$ cat config.mk
export PLATFORM = sky130hd
export DESIGN_NAME = lut_pwm_seq
export DESIGN_NICKNAME = d
export VERILOG_FILES = /design/src/rtl/lpgs_pkg.sv /design/src/rtl/lpgs_regs.sv /design/src/rtl/lpgs_lut_mem.sv /design/src/rtl/lpgs_walker.sv /design/src/rtl/lpgs_pwm_core.sv /design/src/rtl/lut_pwm_seq.sv
export SDC_FILE = /design/constraint.sdc
export NUM_CORES = 1
export LEC_CHECK = 0
export ABC_CLOCK_PERIOD_IN_PS = 6400
export BUFFER_PORTS_ARGS = -buffer_cell sky130_fd_sc_hd__buf_2
export CORE_MARGIN = 2
export CORE_UTILIZATION = 35
export CTS_CLUSTER_DIAMETER = 30
export DETAILED_ROUTE_END_ITERATION = 8
export PLACE_DENSITY_LB_ADDON = 0.2
export SYNTH_ARGS = -nofsm -noshare
export SYNTH_HDL_FRONTEND = slang
export SYNTH_SLANG_ARGS = --single-unit
$ cat constraint.sdc
create_clock -name clk -period 6.4 [get_ports clk]
set_clock_uncertainty 0.05 [all_clocks]
set_input_delay 0.32 -clock clk [delete_from_list [all_inputs] [get_ports clk]]
set_output_delay 0.32 -clock clk [all_outputs]
set_load 0.03 [all_outputs]
$ cat src/rtl/lpgs_pkg.sv
package lpgs_pkg;
  localparam int DUTY_W = 9;
  localparam int TIME_W = 8;

  localparam int REG_CTRL     = 0;
  localparam int REG_FIX_LO   = 1;
  localparam int REG_FIX_HI   = 2;
  localparam int REG_LO_IDX   = 3;
  localparam int REG_HI_IDX   = 4;
  localparam int REG_STEP     = 5;
  localparam int REG_PAUSE_HI = 6;
  localparam int REG_PAUSE_LO = 7;

  // control byte, bit 0 is the enable
  typedef struct packed {
    logic pause_lo_en;
    logic pause_hi_en;
    logic repeat_en;
    logic toggle;
    logic walk_up;
    logic lut_mode;
    logic enable;
  } ctrl_t;

  typedef enum logic [2:0] {
    W_IDLE,
    W_STEP,
    W_PAUSE,
    W_DONE,
    W_REJECT
  } walk_state_t;
endpackage

$ cat src/rtl/lpgs_regs.sv
module lpgs_regs
  import lpgs_pkg::*;
#(
  parameter int ADDR_W = 8,
  parameter int IDX_W  = 5
) (
  input  logic                clk,
  input  logic                rst,
  input  logic                wr_en,
  input  logic [ADDR_W-1:0]   wr_addr,
  input  logic [7:0]          wr_data,
  output ctrl_t               ctrl_q,
  output logic [DUTY_W-1:0]   fixed_duty_q,
  output logic [IDX_W-1:0]    lo_idx_q,
  output logic [IDX_W-1:0]    hi_idx_q,
  output logic [TIME_W-1:0]   step_len_q,
  output logic [TIME_W-1:0]   pause_hi_q,
  output logic [TIME_W-1:0]   pause_lo_q,
  output logic                lut_we,
  output logic [IDX_W-1:0]    lut_waddr,
  output logic                lut_wsel_msb,
  output logic [7:0]          lut_wdata
);
  // table bytes live in the upper half of the address space; the bits
  // between the table offset and the top bit must be zero
  logic in_table;
  logic idx_ok;
  logic reg_space;

  assign in_table  = wr_addr[ADDR_W-1] && (wr_addr[ADDR_W-2:IDX_W+1] == '0);
  assign reg_space = !wr_addr[ADDR_W-1];
  assign idx_ok    = (wr_data[7:IDX_W] == '0);

  assign lut_we       = wr_en && in_table;
  assign lut_waddr    = wr_addr[IDX_W:1];
  assign lut_wsel_msb = wr_addr[0];
  assign lut_wdata    = wr_data;

  always_ff @(posedge clk) begin
    if (rst) begin
      ctrl_q       <= '0;
      fixed_duty_q <= '0;
      lo_idx_q     <= '0;
      hi_idx_q     <= '0;
      step_len_q   <= TIME_W'(1);
      pause_hi_q   <= '0;
      pause_lo_q   <= '0;
    end else if (wr_en && reg_space) begin
      case (int'(wr_addr))
        REG_CTRL:     ctrl_q <= ctrl_t'(wr_data[6:0]);
        REG_FIX_LO:   fixed_duty_q[7:0] <= wr_data;
        REG_FIX_HI:   fixed_duty_q[8] <= wr_data[0];
        REG_LO_IDX:   if (idx_ok) lo_idx_q <= wr_data[IDX_W-1:0];
        REG_HI_IDX:   if (idx_ok) hi_idx_q <= wr_data[IDX_W-1:0];
        REG_STEP:     step_len_q <= wr_data;
        REG_PAUSE_HI: pause_hi_q <= wr_data;
        REG_PAUSE_LO: pause_lo_q <= wr_data;
        default: ;
      endcase
    end
  end

  assert_lo_reject_R2: assert property (@(posedge clk) disable iff (rst)
    (wr_en && int'(wr_addr) == REG_LO_IDX && wr_data[7:IDX_W] != '0) |=> $stable(lo_idx_q));
  assert_hi_reject_R2: assert property (@(posedge clk) disable iff (rst)
    (wr_en && int'(wr_addr) == REG_HI_IDX && wr_data[7:IDX_W] != '0) |=> $stable(hi_idx_q));
endmodule

$ cat src/rtl/lpgs_lut_mem.sv
module lpgs_lut_mem
  import lpgs_pkg::*;
#(
  parameter int IDX_W = 5
) (
  input  logic               clk,
  input  logic               we,
  input  logic [IDX_W-1:0]   waddr,
  input  logic               wsel_msb,
  input  logic [7:0]         wdata,
  input  logic [IDX_W-1:0]   raddr,
  output logic [DUTY_W-1:0]  rdata
);
  localparam int ENTRIES = 1 << IDX_W;

  // split by byte lane so each array maps to a simple dual-port RAM
  logic [7:0] low_mem [ENTRIES];
  logic       msb_mem [ENTRIES];

  always_ff @(posedge clk) begin
    if (we && !wsel_msb) low_mem[waddr] <= wdata;
  end

  always_ff @(posedge clk) begin
    if (we && wsel_msb) msb_mem[waddr] <= wdata[0];
  end

  always_ff @(posedge clk) begin
    rdata <= {msb_mem[raddr], low_mem[raddr]};
  end
endmodule

$ cat src/rtl/lpgs_walker.sv
module lpgs_walker
  import lpgs_pkg::*;
#(
  parameter int IDX_W = 5
) (
  input  logic               clk,
  input  logic               rst,
  input  logic               tick,
  input  logic               run,
  input  ctrl_t              ctrl,
  input  logic [IDX_W-1:0]   lo_idx,
  input  logic [IDX_W-1:0]   hi_idx,
  input  logic [TIME_W-1:0]  step_len,
  input  logic [TIME_W-1:0]  pause_hi,
  input  logic [TIME_W-1:0]  pause_lo,
  output logic [IDX_W-1:0]   idx_q,
  output logic               done_q,
  output logic               active
);
  walk_state_t       state_q;
  logic              up_q;
  logic [TIME_W-1:0] hold_q;
  logic [TIME_W-1:0] pcnt_q;

  logic              at_end;
  logic              step_hit;
  logic              pause_hit;
  logic              end_pause;
  logic [TIME_W-1:0] end_len;
  walk_state_t       fin_state;
  logic [IDX_W-1:0]  fin_idx;
  logic              fin_up;
  logic [IDX_W-1:0]  start_idx;

  assign start_idx = ctrl.walk_up ? lo_idx : hi_idx;
  assign at_end    = up_q ? (idx_q >= hi_idx) : (idx_q <= lo_idx);
  assign end_len   = up_q ? pause_hi : pause_lo;
  assign end_pause = (up_q ? ctrl.pause_hi_en : ctrl.pause_lo_en) && (end_len != '0);
  assign step_hit  = ({1'b0, hold_q} + (TIME_W+1)'(1)) >= {1'b0, step_len};
  assign pause_hit = ({1'b0, pcnt_q} + (TIME_W+1)'(1)) >= {1'b0, end_len};
  assign active    = run && (state_q inside {W_STEP, W_PAUSE, W_DONE});

  // what happens once a pass and its end pause are complete
  always_comb begin
    fin_state = W_STEP;
    fin_idx   = idx_q;
    fin_up    = up_q;
    if (!ctrl.repeat_en) begin
      fin_state = W_DONE;
    end else if (ctrl.toggle) begin
      fin_up = !up_q;
      if (lo_idx != hi_idx) fin_idx = up_q ? idx_q - IDX_W'(1) : idx_q + IDX_W'(1);
    end else begin
      fin_up  = ctrl.walk_up;
      fin_idx = start_idx;
    end
  end

  always_ff @(posedge clk) begin
    if (rst) begin
      state_q <= W_IDLE;
      idx_q   <= '0;
      up_q    <= 1'b1;
      hold_q  <= '0;
      pcnt_q  <= '0;
      done_q  <= 1'b0;
    end else if (!run) begin
      state_q <= W_IDLE;
      done_q  <= 1'b0;
    end else begin
      case (state_q)
        W_IDLE: begin
          done_q <= 1'b0;
          hold_q <= '0;
          if (lo_idx > hi_idx) begin
            state_q <= W_REJECT;
          end else begin
            state_q <= W_STEP;
            idx_q   <= start_idx;
            up_q    <= ctrl.walk_up;
          end
        end
        W_STEP: begin
          if (tick) begin
            if (!step_hit) begin
              hold_q <= hold_q + TIME_W'(1);
            end else begin
              hold_q <= '0;
              if (!at_end) begin
                idx_q <= up_q ? idx_q + IDX_W'(1) : idx_q - IDX_W'(1);
              end else if (end_pause) begin
                state_q <= W_PAUSE;
                pcnt_q  <= '0;
              end else begin
                state_q <= fin_state;
                idx_q   <= fin_idx;
                up_q    <= fin_up;
                done_q  <= (fin_state == W_DONE);
              end
            end
          end
        end
        W_PAUSE: begin
          if (tick) begin
            if (!pause_hit) begin
              pcnt_q <= pcnt_q + TIME_W'(1);
            end else begin
              state_q <= fin_state;
              idx_q   <= fin_idx;
              up_q    <= fin_up;
              done_q  <= (fin_state == W_DONE);
            end
          end
        end
        default: ;
      endcase
    end
  end

  assert_no_move_without_tick_R3: assert property (@(posedge clk) disable iff (rst)
    (state_q != W_IDLE && !tick) |=> $stable(idx_q));
  assert_done_holds_index_R7: assert property (@(posedge clk) disable iff (rst)
    done_q |=> $stable(idx_q));
  assert_done_sticks_R7: assert property (@(posedge clk) disable iff (rst)
    (done_q && run) |=> done_q);
  assert_mode_exclusive_R8: assert property (@(posedge clk) disable iff (rst)
    !run |=> (!done_q && !active));
endmodule

$ cat src/rtl/lpgs_pwm_core.sv
module lpgs_pwm_core
  import lpgs_pkg::*;
(
  input  logic               clk,
  input  logic               rst,
  input  logic               en,
  input  logic [DUTY_W-1:0]  duty_next,
  output logic               pwm_q
);
  logic [DUTY_W-1:0] cnt_q;
  logic [DUTY_W-1:0] duty_act_q;

  always_ff @(posedge clk) begin
    if (rst) begin
      cnt_q      <= '0;
      duty_act_q <= '0;
      pwm_q      <= 1'b0;
    end else begin
      cnt_q <= cnt_q + DUTY_W'(1);
      if (cnt_q == '1) duty_act_q <= duty_next;
      pwm_q <= en && (cnt_q < duty_act_q);
    end
  end

  assert_duty_at_boundary_R10: assert property (@(posedge clk) disable iff (rst)
    (cnt_q != '0) |-> $stable(duty_act_q));
endmodule

$ cat src/rtl/lut_pwm_seq.sv
module lut_pwm_seq
  import lpgs_pkg::*;
#(
  parameter int ADDR_W = 8,
  parameter int IDX_W  = 5
) (
  input  logic              clk,
  input  logic              rst,
  input  logic              tick_ms,
  input  logic              wr_en,
  input  logic [ADDR_W-1:0] wr_addr,
  input  logic [7:0]        wr_data,
  output logic              pwm_o,
  output logic [IDX_W-1:0]  lut_idx_o,
  output logic              done_o
);
  ctrl_t              ctrl;
  logic [DUTY_W-1:0]  fixed_duty;
  logic [IDX_W-1:0]   lo_idx;
  logic [IDX_W-1:0]   hi_idx;
  logic [TIME_W-1:0]  step_len;
  logic [TIME_W-1:0]  pause_hi;
  logic [TIME_W-1:0]  pause_lo;
  logic               lut_we;
  logic [IDX_W-1:0]   lut_waddr;
  logic               lut_wsel_msb;
  logic [7:0]         lut_wdata;
  logic [DUTY_W-1:0]  lut_duty;
  logic               run;
  logic               seq_active;
  logic               pwm_en;
  logic [DUTY_W-1:0]  duty_sel;

  lpgs_regs #(.ADDR_W(ADDR_W), .IDX_W(IDX_W)) u_regs (
    .clk(clk), .rst(rst), .wr_en(wr_en), .wr_addr(wr_addr), .wr_data(wr_data),
    .ctrl_q(ctrl), .fixed_duty_q(fixed_duty), .lo_idx_q(lo_idx), .hi_idx_q(hi_idx),
    .step_len_q(step_len), .pause_hi_q(pause_hi), .pause_lo_q(pause_lo),
    .lut_we(lut_we), .lut_waddr(lut_waddr), .lut_wsel_msb(lut_wsel_msb),
    .lut_wdata(lut_wdata)
  );

  lpgs_lut_mem #(.IDX_W(IDX_W)) u_mem (
    .clk(clk), .we(lut_we), .waddr(lut_waddr), .wsel_msb(lut_wsel_msb),
    .wdata(lut_wdata), .raddr(lut_idx_o), .rdata(lut_duty)
  );

  assign run = ctrl.enable && ctrl.lut_mode;

  lpgs_walker #(.IDX_W(IDX_W)) u_walk (
    .clk(clk), .rst(rst), .tick(tick_ms), .run(run), .ctrl(ctrl),
    .lo_idx(lo_idx), .hi_idx(hi_idx), .step_len(step_len),
    .pause_hi(pause_hi), .pause_lo(pause_lo),
    .idx_q(lut_idx_o), .done_q(done_o), .active(seq_active)
  );

  assign pwm_en   = ctrl.enable && (!ctrl.lut_mode || seq_active);
  assign duty_sel = ctrl.lut_mode ? lut_duty : fixed_duty;

  lpgs_pwm_core u_pwm (
    .clk(clk), .rst(rst), .en(pwm_en), .duty_next(duty_sel), .pwm_q(pwm_o)
  );

  assert_off_low_R11: assert property (@(posedge clk) disable iff (rst)
    !pwm_en |=> !pwm_o);
endmodule

# After elaboration in Yosys (flattened, before gate mapping)
# Memories as Yosys holds them, arrays and structs flattened. A register that Yosys moved wholly into a read port is not among the register bits.
# Cells that the tools add are included.
# Widths: inputs -> output; s select.
# totals
reg_bits	95
ramBits	288
input_bits	20
output_inout_bits	7
word_cells	159
memories	2
# op_classes
add_sub_neg	7
magnitude_cmp	6
n_eq_ne	23
muxes	58
bitwise_logic	2
reduce_logical	38
# mem_list
memory	depth	width	rd	rd_clocked_by_memory_dff	wr	line	source
u_mem.low_mem	32	8	1	1	1	lpgs_lut_mem.sv:17	logic [7:0] low_mem [ENTRIES];
u_mem.msb_mem	32	1	1	1	1	lpgs_lut_mem.sv:18	logic msb_mem [ENTRIES];
# op_table
op	count
$mux 8	9
$mux 5	13
$eq 8x3->1 const B	4
$pmux 8 s2	2
$mux 1	21
$add 8x1->9 const B	2
$ge 9x8->1	2
$mux 3	6
$add 8x1->8 const B	2
$eq 8x2->1 const B	2
$reduce_and 8->1	2
$pmux 5 s3	1
$reduce_and 2->1	6
$logic_and 1x1->1	10
$ne 2x2->1 const B	5
$add 9x1->9 const B	1
$eq 9x9->1 const B	1
$lt 9x9->1	1
$mux 9	1
$pmux 3 s3	1
$reduce_and 3->1	3
$reduce_and 9->1	1
$eq 8x1->1 const B	1
$logic_not 8->1	1
23 further kinds	36

# Depth between registers and ports, before layout
# Gate-level depths: netlist (run 1).
# logic_depth
depth_word	10
depth_mapped	13
ltp_nobuf	13

# By module
# A second synthesis (run 1) with hierarchy kept.
# unflattened
hier_cells	1193
hier_area_um2	17590.6
# by_module_without_submodules
module	n_inst	cells_per_inst	area_per_inst_um2	seq_area_each_um2
lpgs_lut_mem	1	508	11447.2	8828.5
lpgs_walker	1	378	2889.0	520.5
lpgs_regs	1	198	2204.6	1001.0
lpgs_pwm_core	1	96	888.4	380.4
lut_pwm_seq	1	13	161.4	0.0

# Worst setup path before layout (run 1)
# Ideal clock, no wire load.
# synth_path
path_kind	register -> register
from	register u_walk.up_q
to	register u_walk.up_q
t_arrival_ns	2.984
required_time_ns	6.228
setup_slack_ns	3.244
path_stages_with_launch	12
period_less_slack_ns	3.156
path_cell_list	dfxtp_1 > buf_2 > buf_1 > mux2_2 > ha_1 > nor2_1 > a21oi_1 > o31ai_1 > a211oi_2 > nand3_1 > a2111o_1 > a221o_1
# synth_between
elab_chain_cells	8
# synth_lines
element	line	source
start: declaration	lpgs_walker.sv:21	logic up_q;
start signal: assignment	lpgs_walker.sv:80	up_q <= ctrl.walk_up;
start signal: assignment	lpgs_walker.sv:97	up_q <= fin_up;
start signal: assignment	lpgs_walker.sv:110	up_q <= fin_up;
branches (longest 8 deep; another with $ge 9x8->1)	n/a	
# Several ways; the timed one is not identified. The select of a mux whose other input is x is not followed.
# A chain may end at the register's enable or synchronous reset.

# Final worst setup path (run 1)
# layout_path
from	register u_walk.up_q
to	register u_walk.pcnt_q[0]
# layout_between
elab_chain_cells	5
# layout_lines
element	line	source
branches (longest 4 deep; another with $ge 9x8->1)	n/a	
$reduce_and 8->1 (no source line) *	n/a	
end signal: assignment	lpgs_walker.sv:106	pcnt_q <= pcnt_q + TIME_W'(1);
end: declaration	lpgs_walker.sv:23	logic [TIME_W-1:0] pcnt_q;
# Every way passes the cells marked *.

==> results.txt, run 1 <==
Design Power - 7660 uW
I/O pins - 27
CP max stage delay - 1060 ps
Drt total wl - 40100 um
Worst-margin pin slew - 1140 ps
Cell mode on critical path - a21oi_1
Final hold violations - 0
R2R Setup Slk - 2960 ps
Final setup vio count - 0
Status - finished, final reports clean
R2R Path End - u_walk.pcnt_q[0]
Leak Pwr - 0.00723 uW
Total grt overflow - 0
Netlist cell types - 67
Max clock buf depth - 3
Vias/cell - 5.16
Count of clock tree sinks - 392
Antenna violations before repair - 0
Tcrit/Tclk final - 53.8%
# rows - 80
Vias in the first global route - 10200
CP Launch Type - flip-flop
Nets - 1297
Slew Limit Fails - 0
Async SR Flop Fraction - 0%
Syn_area_per_cell - 14.7 um^2
DR vias - 9933
Gr usage total - 16.3%
Ant diodes - 0
Clock tree from TritonCTS - done
CP delay by family, top - compound AO/OA/AOI/OAI gates
Hpwl dp - 24600 um
Top post-synthesis cells by count - edfxtp_1 (288), nor2_1 (174), dfxtp_1 (104)
Unrepaired setup endpoints after global routing - no
Crit end category - flip-flop
Fin crit period - 3440 ps
Storage cell area - 0.0107 mm^2
Largest net degree at the start of global routing - 93
Multi-input logic area - 0.00594 mm^2
Cell area after synthesis - 0.0171 mm^2
Post-CTS Setup Inserts - 0
Routed Antenna Nets - 0
CTS H-tree depth - 3
Worst hold start - tick_ms
DRC - 0
Buffers on Ports - 26
Die area - 0.0506 mm^2
Starting Density - 35.6%
DRT Pass-1 Iters - 9
Cell taking the most area after synthesis - edfxtp_1
Routed length per instance - 20.8 um
Worst skew pair latency - 620 ps
HP Class - in -> reg
Maximum vdd drop - 0.230 mV
RR Startpoint - u_walk.up_q
Max-cap violations - 0
Yosys warns - 0
Rel. slew slack - 23.6%
Req. time, crit path - 6860 ps
Cell count along the critical path - 9
Crit path arrival time - 3900 ps
Global-route wire length before repair - 62000 um
Non-filler cells, final - 1924
Final GP Congestion - 0.771
1st-iter DRT viols - 791
CTS Root Cell - clkbuf_16
Setup Crit Path Kind - reg -> reg
Buffers & Inverters on Critical Path - 0
EDFF count, synth - 288
Chip height - 225 um
Fmax - 0.291 GHz
CTS Buf Count - 91
Hold-critical path depth - 4
Hold endpoint - u_walk.pcnt_q[1]
Filler Cells Inserted - 4265
Layout area overhead - 23.5%
Post-CTS Hold Fix Bufs - 0
Seq cells post-synth - 392
Setup_tns - 0 ps
Slowest-stage cell, CP - dfxtp_1
Yosys top cell area share - 50.7%
Power Density - 363 mW/mm^2
Worst reg2reg path depth - 9
Placeable Area - 0.0479 mm^2
Crit path cell chain - mux2i_1 -> ha_1 -> a21oi_1 -> nand2_1 -> a2111oi_2 -> a21o_1 -> o2111ai_4 -> or3_1 -> a21oi_1
Synth area leaders - edfxtp_1 (51%), dfxtp_1 (12%), mux4_2 (12%), mux2i_1 (4.6%), nor2_1 (3.8%)
Worst-path maximum fanout - 25
Most frequent cell after synthesis - edfxtp_1
Post-Syn Instances - 1158
Dpl cells - 1754
Die width - 225 um
# resized after CTS - 0
Min Hold Slack - 190 ps
Layout cells sized above 1 - 24.3%
Syn_nets - 1223
Top FF cell, synth - edfxtp_1
CTS clk-pin slew, worst paths - 40 ps
Register area share after synthesis - 62.9%
## placed cells by master, fill, tap and decap left out, drive strengths merged, types with 26 or more instances in the layout
cell type,instances
clkinv,26
a21oi,30
nand2,39
edfxtp,288
mux2i,79
ha,45
clkbuf,105
mux4,90
dfxtp,104
nor2,174
inv,48
buf,36
## power breakdown
part,internal (uW),switching [uW]
registers,2740,2.81
clock network,3280,1540
logic,17.1,73.1
## cell type report
type                            instances  share of cell area [%]
Clock buffer                          105                    11.4
Clock inverter                         65                    4.14
Inverter                               40                   0.712
Multi-Input combinational cell        671                    28.2
Sequential cell                       392                    50.9
Tap cell                              615                    3.65
Timing Repair Buffer                   36                   0.973
## registers in the layout, summed over array words and instances, names as in the netlist
name	cells
u_walk.pcnt_q	8
u_regs.lo_idx_q	5
u_walk.state_q	3
u_regs.step_len_q	8
u_mem.msb_mem	32
u_regs.pause_lo_q	8
u_mem.low_mem	256
u_walk.hold_q	8
u_regs.ctrl_q	7
u_regs.fixed_duty_q	9
u_pwm.cnt_q	9
u_regs.pause_hi_q	8
u_walk.idx_q	5
u_regs.hi_idx_q	5
u_pwm.duty_act_q	9
u_walk.done_q	1
u_pwm.pwm_q	1
u_walk.up_q	1
u_mem.rdata	9
## routing by layer
layer | wire length [um] | track usage (%)
met2 | 17900 | 24.6
met3 | 1940 | 3.68
met4 | 1000 | 5.64
met5 | 0 | 0
met1 | 19200 | 23.2
## through the flow
| step | utilization, % | setup slack [ps] | instance area, um^2 |
|---|---|---|---|
| 2_1_floorplan | - | 3240 | 17100 |
| 3_3_place_gp | 37.1 | 2970 | 17800 |
| 3_5_place_dp | 37.1 | 2930 | 17800 |
| 4_1_cts | 44.0 | 2910 | 21100 |
| 5_1_grt | 44.0 | 2580 | 21100 |
| 6_report | 44.0 | 2960 | 21100 |
## logic make-up (layout without fill, tap and decap cells)
group                      Yosys count  in the layout  share of synthesized area, %
AOI/OAI and AO/OA                  103            103                          4.22
buffers and inverters               95            246                          2.34
xor gates and xnor gates            22             22                          1.13
adders and majority gates           45             45                          3.30
DFF                                392            392                          62.9
and+or+nand+nor                    321            321                          8.93
muxes                              180            180                          17.2
## how the worst max path moves through the flow
stage / start / to / slack [ps]
after global placement: u_walk.up_q / u_walk.pcnt_q[0] / 2970
after detailed placement: u_walk.up_q / u_walk.pcnt_q[0] / 2930
after global routing: u_walk.hold_q[0] / u_walk.done_q / 2580
after floorplan: u_walk.up_q / u_walk.up_q / 3240
after CTS: u_walk.idx_q[0] / u_walk.up_q / 2910
final: u_walk.up_q / u_walk.pcnt_q[0] / 2960
## tightest hold or removal path: cells and delay by family
kind | cells | cell delay (ps)
AO/OA/AOI/OAI | 1 | 160
buffers and inverters | 1 | 130
multiplexers | 1 | 100
AND/OR/NAND/NOR | 1 | 70
No activity file was read; power rests on OpenSTA's default activity.
==> run 2: changes to the inputs <==
--- a/config.mk
+++ b/config.mk
@@ -5,7 +5,8 @@
 export SDC_FILE = /design/constraint.sdc
 export NUM_CORES = 1
 export LEC_CHECK = 0
-export ABC_CLOCK_PERIOD_IN_PS = 6400
+export ABC_AREA = 1
+export ABC_CLOCK_PERIOD_IN_PS = 2880
 export BUFFER_PORTS_ARGS = -buffer_cell sky130_fd_sc_hd__buf_2
 export CORE_MARGIN = 2
 export CORE_UTILIZATION = 35
==> constraint.sdc (replaced) <==
create_clock -name clk -period 2.88 [get_ports clk]
set_clock_uncertainty 0.05 [all_clocks]
set_input_delay 0.144 -clock clk [delete_from_list [all_inputs] [get_ports clk]]
set_output_delay 0.144 -clock clk [all_outputs]
set_load 0.03 [all_outputs]
==> results.txt, run 2 <==
Status - finished, final reports clean
R2R Path End - u_walk.idx_q[1]
Commonest cells after routing, fill and taps aside - nor2_1 (289), nand2_1 (288), edfxtp_1 (288)
Slew Limit Fails - 0 (unchanged)
XOR/XNOR Fraction of Synth Area - 0.500% (-0.63 points)
Post-synthesis mux area share - 0.0572% (-17 points)
Post-Syn Instances - 1812 (+56%)
1st-iter DRT viols - 1024 (+29%)
Worst skew pair latency - 620 ps (about the same)
Syn_area_per_cell - 9.66 um^2 (-34%)
Gr usage total - 19.2% (+2.9 points)
Largest net degree at the start of global routing - 152 (+63%)
Hold-critical path depth - 3 (-1)
Syn_nets - 1877 (+53%)
Fin crit period - 2600 ps (-839 ps)
Top FF cell, synth - edfxtp_1
I/O pins - 27 (unchanged)
Cell taking the most area after synthesis - edfxtp_1
Max reg flops - 256 (unchanged)
DRT Pass-1 Iters - 5 (-4)
RR Startpoint - u_walk.hold_q[0]
Setup_tns - 0 ps (unchanged)
Main combinational cell family by area after synthesis - simple AND/OR/NAND/NOR gates
Register area share after synthesis - 61.3% (-1.6 points)
EDFF count, synth - 288 (unchanged)
Drt total wl - 48700 um (+22%)
Top flop regs - u_mem.low_mem x256, u_mem.msb_mem x32
Maximum vdd drop - 0.594 mV (+160%)
Async SR Flop Fraction - 0% (unchanged)
Routed Antenna Nets - 0 (unchanged)
Clock tree from TritonCTS - done
Chip height - 228 um (+1.3%)
Crit end category - flip-flop
Seq cells post-synth - 392 (unchanged)
Count of clock tree sinks - 392 (unchanged)
Final setup vio count - 0 (unchanged)
Tcrit/Tclk final - 90.4% (+37 points)
# rows - 81 (+1.3%)
Starting Density - 35.6% (about the same)
CP Launch Type - flip-flop
Synth area leaders - edfxtp_1 (49%), dfxtp_1 (12%), o21ai_0 (6.3%), nor2_1 (6.3%), nand2_1 (6.2%)
Crit path arrival time - 3050 ps (-850 ps)
Placeable Area - 0.0492 mm^2 (+2.5%)
Vias/cell - 5.03 (-2.6%)
CTS Root Cell - clkbuf_16
Max-cap violations - 0 (unchanged)
Netlist cell types - 38 (-43%)
CTS H-tree depth - 3 (unchanged)
Ant diodes - 0 (unchanged)
Total grt overflow - 0 (unchanged)
Die width - 228 um (+1.3%)
Post-synthesis compound-gate area fraction - 12.7% (+8.5 points)
Fmax - 0.384 GHz (+32%)
Antenna violations before repair - 0 (unchanged)
Max clock buf depth - 3 (unchanged)
Post-Synth Adder-Cell Area - 3.22% (-0.083 points)
Most common cell after layout, fill and taps aside - nor2_1
Layout cells sized above 1 - 13.3% (-11 points)
CTS Buf Count - 89 (-2.2%)
Final hold violations - 0 (unchanged)
Design Power - 16800 uW (+120%)
Leak Pwr - 0.00842 uW (+16%)
Yosys top cell area share - 49.4% (-1.3 points)
Final GP Congestion - 0.850 (+10%)
R2R Setup Slk - 280 ps (-2680 ps)
Power Density - 767 mW/mm^2 (+110%)
DR vias - 13300 (+34%)
Cell area after synthesis - 0.0175 mm^2 (+2.6%)
Synth Area in Simple Gates - 16.8% (+7.9 points)
Worst hold start - wr_data[5]
Routed length per instance - 18.4 um (-12%)
Yosys warns - 0 (unchanged)
Global-route wire length before repair - 74900 um (+21%)
Filler Cells Inserted - 4603 (+7.9%)
Setup Crit Path Kind - reg -> reg
Worst-margin pin slew - 1110 ps (-31.7 ps)
Buffers on Ports - 26 (unchanged)
DRC - 0 (unchanged)
Hold endpoint - u_regs.fixed_duty_q[5]
HP Class - in -> reg
Hpwl dp - 29700 um (+21%)
Worst-path maximum fanout - 10 (-60%)
Layout area overhead - 25.4%
Nets - 1980 (+53%)
Unrepaired setup endpoints after global routing - no
Worst reg2reg path depth - 19 (+10)
Req. time, crit path - 3330 ps (-3530 ps)
Most frequent cell after synthesis - nor2_1
Die area - 0.0518 mm^2 (+2.5%)
CTS clk-pin slew, worst paths - 40 ps (about the same)
Most flops, register - u_mem.low_mem
Rel. slew slack - 25.8% (+2.1 points)
Vias in the first global route - 13100 (+28%)
Top post-synthesis cells by count - nor2_1 (292), nand2_1 (290), edfxtp_1 (288)
==> run 2: cell count changes after synthesis, sizes merged, moves of 53 or more <==
cell / delta
nor2: +122
mux4: -90
mux2i: -78
nand2: +255
o21ai: +206
a21oi: +53
inv: +109
nand3: +65
==> run 2: cells by family (layout without fill, tap and decap cells) <==
group / after synthesis / count (layout)
mux: 1 / 1
simple gates: 722 / 722
compound gates: 401 / 401
buf+inv: 241 / 417
fa+ha+maj: 45 / 45
flops: 392 / 392
xor+xnor: 10 / 10
==> run 2: critical path, stage by stage (launching register included) <==
cell,delay (ps)
dfxtp_1,390
ha_1,210
nand2_1,80
nor2_2,150
nand3_1,110
xor2_1,140
inv_1,70
ha_1,290
nand2_1,50
inv_1,40
nand2_1,50
nand2_1,50
nand2_1,60
nand2_2,120
nand2_1,70
nor2_1,180
nand2_4,120
nand2_1,80
nand2_1,60
nor2_1,110
==> run 2: cell type report <==
cell class              instances  area [um^2]  share of cell area, %
clock buffers                 101         2310                   10.5
well taps                     664          831                   3.78
clock inverters                63          861                   3.92
multi-input cells            1179         5880                   26.8
repair buffers                101          766                   3.49
inverters                     152          573                   2.61
flip-flops and latches        392        10700                   48.9
==> run 2: worst max-delay path by stage <==
| stage | startpoint | to | slack [ps] | cells after the start |
|---|---|---|---|---|
| after floorplan | u_walk.idx_q[0] | u_walk.pcnt_q[5] | 170 | 19 |
| after global placement | u_walk.hold_q[0] | u_walk.pcnt_q[4] | 280 | 18 |
| after detailed placement | u_walk.hold_q[0] | u_walk.pcnt_q[7] | 200 | 19 |
| after CTS | u_walk.hold_q[0] | u_walk.pcnt_q[1] | 200 | 19 |
| after global routing | u_walk.pcnt_q[0] | u_walk.idx_q[4] | 30 | 19 |
| final | u_walk.hold_q[0] | u_walk.idx_q[1] | 280 | 19 |
==> run 2: metal layers <==
| metal | GRT usage [%] | wire length [um] |
|---|---|---|
| met1 | 26.1 | 22400 |
| met2 | 30.2 | 22200 |
| met3 | 4.10 | 2750 |
| met4 | 7.27 | 1380 |
| met5 | 0 | 0 |
==> run 2: report_power, final <==
group	total [uW]	switching (uW)	internal, uW
clock	10500	3280	7210
combinational	258	201	56.2
sequential	6090	5.21	6080
total	16800	3490	13400
==> run 2: stage by stage <==
| step | instance area, um^2 | worst slack, ps | util, % | instances | hold slack (ps) |
|---|---|---|---|---|---|
| final | 22000 | 277 | 44.7 | 2652 | 29.4 |
| after global routing | 22000 | 27.7 | 44.7 | 2652 | 20.8 |
| after CTS | 21900 | 196 | 44.6 | 2652 | 1.19 |
| after detailed placement | 18600 | 204 | 37.9 | 2479 | 399 |
| after global placement | 18600 | 281 | 37.9 | 2479 | 395 |
| after floorplan | 17500 | 172 | - | 1812 | 193 |
==> run 2: repair_timing <==
item / CTS / global route
resized for setup: 0 / 12
hold buffers: 9 / 0
endpoints found under the setup margin: 0 / 16
setup buffers: 0 / 0
endpoints found under the hold margin: 59 / 0
